## src/rtl/cop_mailbox_pkg.sv

```systemverilog
package cop_mailbox_pkg;
  localparam int ST_CRMT  = 0;
  localparam int ST_DAV   = 1;
  localparam int ST_ALARM = 2;
  localparam int ST_FAULT = 3;
  localparam int ST_FLAGS = 4;

  localparam logic ADDR_CMD_DATA    = 1'b0;
  localparam logic ADDR_CTRL_STATUS = 1'b1;
endpackage

```

## src/rtl/cmb_reset_ctrl.sv

```systemverilog
module cmb_reset_ctrl #(
  parameter int unsigned FAULT_CYCLES = 100_000_000
) (
  input  logic clk,
  input  logic rst_n,
  input  logic soft_req,
  output logic rst_sync_n,
  output logic soft_q,
  output logic stretch
);
  localparam int CNT_W = $clog2(FAULT_CYCLES + 1);
  localparam logic [CNT_W-1:0] CNT_LOAD = CNT_W'(FAULT_CYCLES);

  logic [1:0]       sync_q;
  logic             soft_d;
  logic [CNT_W-1:0] cnt_q, cnt_d;

  // assert asynchronously, release on the clock
  always_ff @(posedge clk or negedge rst_n) begin
    if (!rst_n) sync_q <= 2'b00;
    else        sync_q <= {sync_q[0], 1'b1};
  end
  assign rst_sync_n = sync_q[1];

  always_comb begin
    soft_d = 1'b0;
    cnt_d  = cnt_q;
    if (soft_q) begin
      cnt_d = CNT_LOAD;
    end else begin
      soft_d = soft_req;
      if (cnt_q != '0) cnt_d = cnt_q - 1'b1;
    end
  end

  always_ff @(posedge clk or negedge rst_sync_n) begin
    if (!rst_sync_n) begin
      soft_q <= 1'b0;
      cnt_q  <= CNT_LOAD;
    end else begin
      soft_q <= soft_d;
      cnt_q  <= cnt_d;
    end
  end

  assign stretch = (cnt_q != '0);
endmodule

```

## src/rtl/cmb_cmd_slot.sv

```systemverilog
module cmb_cmd_slot #(
  parameter int DATA_W = 8
) (
  input  logic              clk,
  input  logic              rst_n,
  input  logic              clr,
  input  logic              wr_en,
  input  logic [DATA_W-1:0] wr_byte,
  input  logic              open,
  input  logic              core_ready,
  output logic              full,
  output logic [DATA_W-1:0] byte_q,
  output logic              overrun
);
  logic              full_d, ovr_d;
  logic [DATA_W-1:0] byte_d;

  always_comb begin
    full_d = full;
    byte_d = byte_q;
    ovr_d  = overrun;
    if (clr) begin
      full_d = 1'b0;
      byte_d = '0;
      ovr_d  = 1'b0;
    end else begin
      if (full && core_ready) full_d = 1'b0;
      if (wr_en) begin
        if (open) begin
          full_d = 1'b1;
          byte_d = wr_byte;
        end else begin
          ovr_d = 1'b1;
        end
      end
    end
  end

  always_ff @(posedge clk or negedge rst_n) begin
    if (!rst_n) begin
      full    <= 1'b0;
      byte_q  <= '0;
      overrun <= 1'b0;
    end else begin
      full    <= full_d;
      byte_q  <= byte_d;
      overrun <= ovr_d;
    end
  end
endmodule

```

## src/rtl/cmb_res_slot.sv

```systemverilog
module cmb_res_slot #(
  parameter int DATA_W = 8
) (
  input  logic              clk,
  input  logic              rst_n,
  input  logic              clr,
  input  logic              push,
  input  logic [DATA_W-1:0] push_byte,
  input  logic              host_take,
  output logic              full,
  output logic [DATA_W-1:0] byte_q
);
  logic              full_d;
  logic [DATA_W-1:0] byte_d;

  always_comb begin
    full_d = full;
    byte_d = byte_q;
    if (clr) begin
      full_d = 1'b0;
      byte_d = '0;
    end else begin
      if (host_take) full_d = 1'b0;
      if (push && !full) begin
        full_d = 1'b1;
        byte_d = push_byte;
      end
    end
  end

  always_ff @(posedge clk or negedge rst_n) begin
    if (!rst_n) begin
      full   <= 1'b0;
      byte_q <= '0;
    end else begin
      full   <= full_d;
      byte_q <= byte_d;
    end
  end
endmodule

```

## src/rtl/cmb_alarm_latch.sv

```systemverilog
module cmb_alarm_latch (
  input  logic clk,
  input  logic rst_n,
  input  logic clr,
  input  logic hit,
  input  logic ack,
  output logic alarm
);
  logic alarm_d;

  // a fresh violation outranks the acknowledge
  always_comb begin
    if (clr) alarm_d = 1'b0;
    else     alarm_d = hit | (alarm & ~ack);
  end

  always_ff @(posedge clk or negedge rst_n) begin
    if (!rst_n) alarm <= 1'b0;
    else        alarm <= alarm_d;
  end
endmodule

```

## src/rtl/cop_mailbox.sv

```systemverilog
module cop_mailbox
  import cop_mailbox_pkg::*;
#(
  parameter int          DATA_W       = 8,
  parameter int unsigned FAULT_CYCLES = 100_000_000
) (
  input  logic              clk,
  input  logic              rst_n,
  input  logic              host_addr,
  input  logic              host_wr,
  input  logic              host_rd,
  input  logic [DATA_W-1:0] host_wdata,
  output logic [DATA_W-1:0] host_rdata,
  output logic              cmd_valid,
  output logic [DATA_W-1:0] cmd_byte,
  input  logic              cmd_ready,
  input  logic              res_valid,
  input  logic [DATA_W-1:0] res_byte,
  output logic              res_ready,
  input  logic              alarm_hit,
  input  logic              alarm_clear,
  input  logic              fault_in,
  output logic              fault_led,
  output logic              overrun
);
  localparam int PAD_W = DATA_W - ST_FLAGS;

  logic              rst_sync_n, soft_q, stretch;
  logic              cmd_wr, ctrl_wr, data_rd;
  logic              cmd_full, dav_raw, alarm_raw, fault, crmt_vis;
  logic [DATA_W-1:0] data_byte;
  logic [DATA_W-1:0] status_word;

  assign cmd_wr  = host_wr && (host_addr == ADDR_CMD_DATA);
  assign ctrl_wr = host_wr && (host_addr == ADDR_CTRL_STATUS);
  assign data_rd = host_rd && (host_addr == ADDR_CMD_DATA);

  cmb_reset_ctrl #(.FAULT_CYCLES(FAULT_CYCLES)) u_rst (
    .clk(clk), .rst_n(rst_n), .soft_req(ctrl_wr),
    .rst_sync_n(rst_sync_n), .soft_q(soft_q), .stretch(stretch)
  );

  assign fault    = ~rst_sync_n | soft_q | stretch | fault_in;
  assign crmt_vis = ~cmd_full & ~fault;

  cmb_cmd_slot #(.DATA_W(DATA_W)) u_cmd (
    .clk(clk), .rst_n(rst_sync_n), .clr(soft_q),
    .wr_en(cmd_wr), .wr_byte(host_wdata), .open(crmt_vis),
    .core_ready(cmd_ready), .full(cmd_full), .byte_q(cmd_byte),
    .overrun(overrun)
  );

  cmb_res_slot #(.DATA_W(DATA_W)) u_res (
    .clk(clk), .rst_n(rst_sync_n), .clr(soft_q),
    .push(res_valid), .push_byte(res_byte), .host_take(data_rd),
    .full(dav_raw), .byte_q(data_byte)
  );

  cmb_alarm_latch u_alarm (
    .clk(clk), .rst_n(rst_sync_n), .clr(soft_q),
    .hit(alarm_hit), .ack(alarm_clear), .alarm(alarm_raw)
  );

  always_comb begin
    status_word           = '0;
    status_word[ST_CRMT]  = crmt_vis;
    status_word[ST_DAV]   = dav_raw & ~fault;
    status_word[ST_ALARM] = alarm_raw & ~fault;
    status_word[ST_FAULT] = fault;
  end

  assign host_rdata = (host_addr == ADDR_CTRL_STATUS) ? status_word : data_byte;
  assign cmd_valid  = cmd_full;
  assign res_ready  = ~dav_raw;
  assign fault_led  = fault;

  if (PAD_W < 0) begin : g_bad_width
    initial $error("DATA_W must hold the status flags");
  end
endmodule

```

## config.mk

```make
export PLATFORM = sky130hd
export DESIGN_NAME = cop_mailbox
export DESIGN_NICKNAME = d
export VERILOG_FILES = /design/src/rtl/cop_mailbox_pkg.sv /design/src/rtl/cmb_reset_ctrl.sv /design/src/rtl/cmb_cmd_slot.sv /design/src/rtl/cmb_res_slot.sv /design/src/rtl/cmb_alarm_latch.sv /design/src/rtl/cop_mailbox.sv
export SDC_FILE = /design/constraint.sdc
export NUM_CORES = 1
export LEC_CHECK = 0
export BUFFER_PORTS_ARGS = -buffer_cell sky130_fd_sc_hd__buf_2
export CORE_ASPECT_RATIO = 0.9
export CORE_MARGIN = 2
export CORE_UTILIZATION = 50
export CTS_CLUSTER_SIZE = 16
export DETAILED_ROUTE_END_ITERATION = 6
export PLACE_DENSITY = 0.72
export SLEW_MARGIN = 30
export SYNTH_ARGS = -nofsm -noshare
export SYNTH_HDL_FRONTEND = slang
export SYNTH_HIERARCHICAL = 1
export SYNTH_SLANG_ARGS = --single-unit
```

## constraint.sdc

```tcl
create_clock -name clk -period 3.78 [get_ports clk]
set_input_delay 0.567 -clock clk [delete_from_list [all_inputs] [get_ports clk]]
set_output_delay 0.567 -clock clk [all_outputs]
set_load 0.01 [all_outputs]
```

### After elaboration in Yosys (flattened, before gate mapping)

Index checks and enable logic that the tools add are counted.
W data, S select, Z words.

| storage, ports and cells | value |
|---|---|
| bits in registers | 50 |
| bits of input ports | 26 |
| output and inout port bits | 20 |
| logic and storage cells | 59 |

| operators by class | value |
|---|---|
| add/subtract/negate cells | 1 |
| equality and inequality tests | 1 |
| multiplexer cells | 20 |
| bitwise operators | 14 |
| reductions and logical operators | 14 |

Operators with widths:

| cell | count |
|---|---|
| $mux W27 | 2 |
| $mux W8 | 6 |
| $reduce_bool A27 Y1 | 1 |
| $sub A27 B1 Y27 const B | 1 |
| $mux W1 | 12 |
| $reduce_bool A2 Y1 | 4 |
| $not A1 Y1 | 6 |
| $logic_and A1 B1 Y1 | 5 |
| $and A1 B1 Y1 | 4 |
| $or A1 B1 Y1 | 4 |
| $reduce_and A2 Y1 | 2 |
| $reduce_bool A3 Y1 | 1 |
| $ne A2 B1 Y1 const B | 1 |
| $logic_not A1 Y1 | 1 |

### Logic depth before layout (Yosys ltp)

| logic depth | value |
|---|---|
| depth in word-level cells | 9 |
| mapped depth | 13 |
| gate-level depth less buffers | 10 |

### Hierarchy

Netlist, hierarchy kept.

Modules (own cells, without submodules):

| module | instances | cells each | area an instance (um^2) | seq. area each (um^2) |
|---|---|---|---|---|
| cmb_reset_ctrl | 1 | 154 | 1,545.2 | 765.7 |
| cmb_cmd_slot | 1 | 45 | 489.2 | 250.2 |
| cmb_res_slot | 1 | 38 | 450.4 | 225.2 |
| cop_mailbox | 1 | 22 | 128.9 | 0.0 |
| cmb_alarm_latch | 1 | 4 | 43.8 | 25.0 |

### Least setup slack after synthesis

No wires, ideal clock.

| path | value |
|---|---|
| path type | register -> output |
| start point | register u_rst.cnt_q[0] |
| end point | output port host_rdata[3] |
| arrival time | 2.950 ns |
| required time | 3.213 ns |
| path slack | 0.263 ns |
| cell stages (with the launch flop) | 10 |
| path buffers | 1 |
| cell sequence | dfrtp_1 inv_1 ha_1 or4b_2 or4_4 nor2_2 inv_1 or4b_1 buf_2 mux2_4 |

| between the ends | value |
|---|---|
| longest elaborated chain between the ends | 4 |

Ends and longest elaborated chain:

| what | line | source |
|---|---|---|
| start, declared | cmb_reset_ctrl.sv:16 | `logic [CNT_W-1:0] cnt_q, cnt_d;` |
| start signal, assigned | cmb_reset_ctrl.sv:42 | `cnt_q <= cnt_d;` |
| $reduce_bool A27 Y1 | cmb_reset_ctrl.sv:46 | `assign stretch = (cnt_q != '0);` |
| named net stretch | cop_mailbox.sv:28 | `logic rst_sync_n, soft_q, stretch;` |
| $or A1 B1 Y1 (2 in series) | cop_mailbox.sv:43 | `assign fault = ~rst_sync_n \| soft_q \| stretch \| fault_in;` |
| named net fault_led | cop_mailbox.sv:23 | `output logic fault_led,` |
| $mux W8 | cop_mailbox.sv:72 | `assign host_rdata = (host_addr == ADDR_CTRL_STATUS) ? status_word : data_byte;` |
| end, declared | cop_mailbox.sv:13 | `output logic [DATA_W-1:0] host_rdata,` |

The timed path passes the listed nets, and every way through them passes these cells.

### Final worst setup path

| path | value |
|---|---|
| start point | register u_rst.cnt_q[0] |
| end point | output port host_rdata[3] |

| between the ends | value |
|---|---|
| longest elaborated chain between the ends | 4 |

Ends and longest elaborated chain:

| what | line |
|---|---|
| $reduce_bool A27 Y1 | cmb_reset_ctrl.sv:46 |
| named net stretch | cop_mailbox.sv:28 |
| $or A1 B1 Y1 (2 in series) | cop_mailbox.sv:43 |
| $mux W8 | cop_mailbox.sv:72 |

The timed path passes the listed nets, and every way through them passes these cells.

==> reports/summary.txt <==
Status -> finished clean
CP Max Fanout -> 6
Clock Tree Buf Depth -> 2
Layout cell share with drive strength beyond 1 -> 29.5%
Fin crit period -> 3650 ps
Gr busiest metal -> met2
Vias in the first global route -> 1947
Crit path launch -> u_rst/cnt_q[0]$_DFFE_PN0P_
Final WS setup -> 133 ps
Vias -> 2066
YS warnings -> 6
Pwr dens -> 427 nW/um^2
Worst-path clk slew -> 90 ps
IO Count -> 46
Post-Syn Area -> 2660 sq um
EDFF count, synth -> 0
DRT Pass-1 Iters -> 4
Synthesized netlist cell count -> 263
Post-synth cell types -> 50
Largest net degree at the start of global routing -> 60
# port buffers -> 45
Synth Register Bits -> 50
Data required, critical path -> 3210 ps
Global-route met3 utilization -> 4.95%
Post-synthesis sequential area ratio -> 47.6%
Rel. slew slack -> 49.2%
Die area -> 5920 sq um
Avg Inst Size Synth -> 10.1 sq um
DP HPWL -> 3390 um
Leak -> 1.27 nW
CTS tree -> yes
Peak VDD IR -> 243 uV
Dpl ws -> 165 ps
RD Place Congestion -> 0.795
Die H -> 73.2 um
First-pass GRT wire length -> 8670 um
Met1 usage -> 24.7%
Post-synth ARST share -> 100%
Starting density of the core -> 51.2%
DR iter-0 viols -> 108
Initial antenna violation count -> 0
Endpoints failing setup -> 0
Core Region -> 5190 sq um
Overflow after GRT -> 0
Number of max-cap violations -> 0
H-tree lvl count -> 2
Tcrit/Tclk final -> 96.5%
Top cell type by total area after synthesis -> dfrtp_1
Syn Nets -> 290
Vias per cell -> 5.51
Hold slack -> 27.2 ps
CP Capture Type -> primary output
Inserted Diodes -> 0
Area Growth Syn to Fin -> 13.6%
Num rows -> 25
Fin Setup TNS -> 0 ps
CTS buffer count -> 5
Hold WC Path Type -> input pin to async pin
Antenna Violating Nets Remaining -> 0
Synth area leaders -> dfrtp_1 36%, dfstp_2 12%, nand2b_1 4.2%, nand4bb_1 3.4%, a21oi_1 2.8%
Total track usage -> 18.7%
Met2 Use GR -> 30.2%
Final Max Tran Viols -> 0
Crit path DAT -> 3080 ps
Clock Root Buffer -> clkbuf_8
Final Hold Fails -> 0
Drc violations -> 0
Clk Latency, worst-skew pair -> 300 ps
RSZ-0062 raised after global routing -> false
Top-area cell type share of the netlist area -> 35.8%
Worst-case clock skew -> 9.63 ps
CTS Hold Buffers Added -> 0
# nets final -> 334
Worst-Margin Slew -> 751 ps
Post-synth top flop -> dfrtp_1
Post-DR wirelength/cell -> 13.5 um
Die Width -> 80.9 um
Worst R2R Start -> u_rst/cnt_q[0]$_DFFE_PN0P_
DRT Wirelength -> 5040 um
Startpoint types -> flop
Max Fclk -> 274 MHz
Sinks on Clock Net -> 50
Critical setup path kind -> flop to primary output
synth_stat cells (2+ instances only):
library cell,count
a211oi_1,5
a21bo_2,7
a21oi_1,15
a21oi_2,2
and2_1,2
buf_2,2
buf_6,5
clkbuf_1,6
dfrtp_1,38
dfstp_2,12
inv_1,9
mux2i_1,3
nand2_1,9
nand2b_1,18
nand3_1,10
nand4bb_1,8
nor2_1,18
nor2b_1,11
nor3_1,10
nor4_1,7
nor4b_1,2
o21ai_0,7
o21ai_1,4
o22ai_1,3
o31a_1,4
o31ai_1,3
or3_1,8
or4_1,5
xnor2_1,6
xor2_1,4
worst max-delay path, stage by stage (launching register included):
cell and delay (ps):
dfrtp_1 400, inv_1 80, ha_1 190, or4b_4 490
or4_4 470, nor2_2 130, inv_2 70, or4b_4 530
mux2_4 280, buf_2 140
layer usage:
| layer | wire length (um) | part of all wire [%] |
|---|---|---|
| met1 | 2430 | 48 |
| met2 | 2280 | 45 |
| met5 | 0 | 0 |
| met4 | 63 | 1.2 |
| met3 | 270 | 5.4 |
metrics by stage:
step | power [mW] | area (sq um) | util [%] | std cells
floorplan | 0.908 | 2660 | - | 263
global route | 1.38 | 3020 | 58.1 | 375
detailed placement | 0.981 | 2910 | 56.1 | 366
global placement | 0.973 | 2910 | 56.0 | 366
finish | 1.29 | 3020 | 58.1 | 375
CTS | 1.30 | 3010 | 57.9 | 374
cell families (layout without fill, tap and decap cells):
group | Yosys count | count (layout) | synth area share (%)
xor gates and xnor gates | 10 | 10 | 3.30
adders and majority gates | 1 | 1 | 0.471
AOI/OAI and AO/OA | 58 | 58 | 15.2
DFF | 50 | 50 | 47.6
buffers and inverters | 23 | 68 | 4.90
other | 1 | 1 | 0.141
muxes | 4 | 4 | 1.69
and+or+nand+nor | 116 | 116 | 26.7
cells in the final DEF (no fill, tap or decap), drive strengths merged, types with 4 or more instances in the layout:
cell type / n
buf: 51
nand3: 10
inv: 9
nor4: 7
nor2: 19
dfrtp: 38
nor3: 10
nand4bb: 8
a21oi: 17
or4: 6
o31a: 4
nand2: 9
xor2: 4
or3: 8
xnor2: 6
a21bo: 8
o21ai: 12
nor2b: 12
a211oi: 5
nand2b: 18
dfstp: 12
clkbuf: 6
worst paths after layout:
check / end / depth (start not counted) / slack [ps]
worst max-delay path: host_rdata[3] / 9 / 130
worst min-delay path: u_rst/sync_q[0]$_DFF_PN0_ / 1 / 30
worst max register to register: u_cmd/byte_q[7]$_DFFE_PN0P_ / 11 / 740
worst min register to register: u_rst/sync_q[1]$_DFF_PN0_ / 0 / 360
max in group asynchronous: u_rst/cnt_q[6]$_DFFE_PN0P_ / 1 / 2980
min in group clk: u_rst/sync_q[1]$_DFF_PN0_ / 0 / 360
flip-flops by register name, indices dropped and copies added, names as in the netlist:
signal / flops
u_rst/sync_q: 2
u_alarm/alarm: 1
u_cmd/overrun: 1
u_res/byte_q: 8
u_cmd/full: 1
u_cmd/byte_q: 8
u_rst/soft_q: 1
u_rst/cnt_q: 27
u_res/full: 1
final cells by class:
type	instances	area [sq um]
fill	474	2170
sequential	50	1270
timing repair buffer	51	270
clock inverter	2	15.0
tap	67	83.8
inverter	9	33.8
clock buffer	6	72.6
multi-input combinational	190	1270
where the power goes:
part	internal, mW	total (mW)	switching (mW)	leakage, nW
sequential	0.609	0.679	0.0706	0.625
clock	0.131	0.310	0.179	0.0374
combinational	0.138	0.298	0.160	0.609
repair_timing:
item | in CTS | in global routing
setup buffers | 0 | 1
setup endpoints to repair | 4 | 1
gates resized for setup | 2 | 2
pin swaps | 0 | 1
Power figures use the tool's default switching activity.
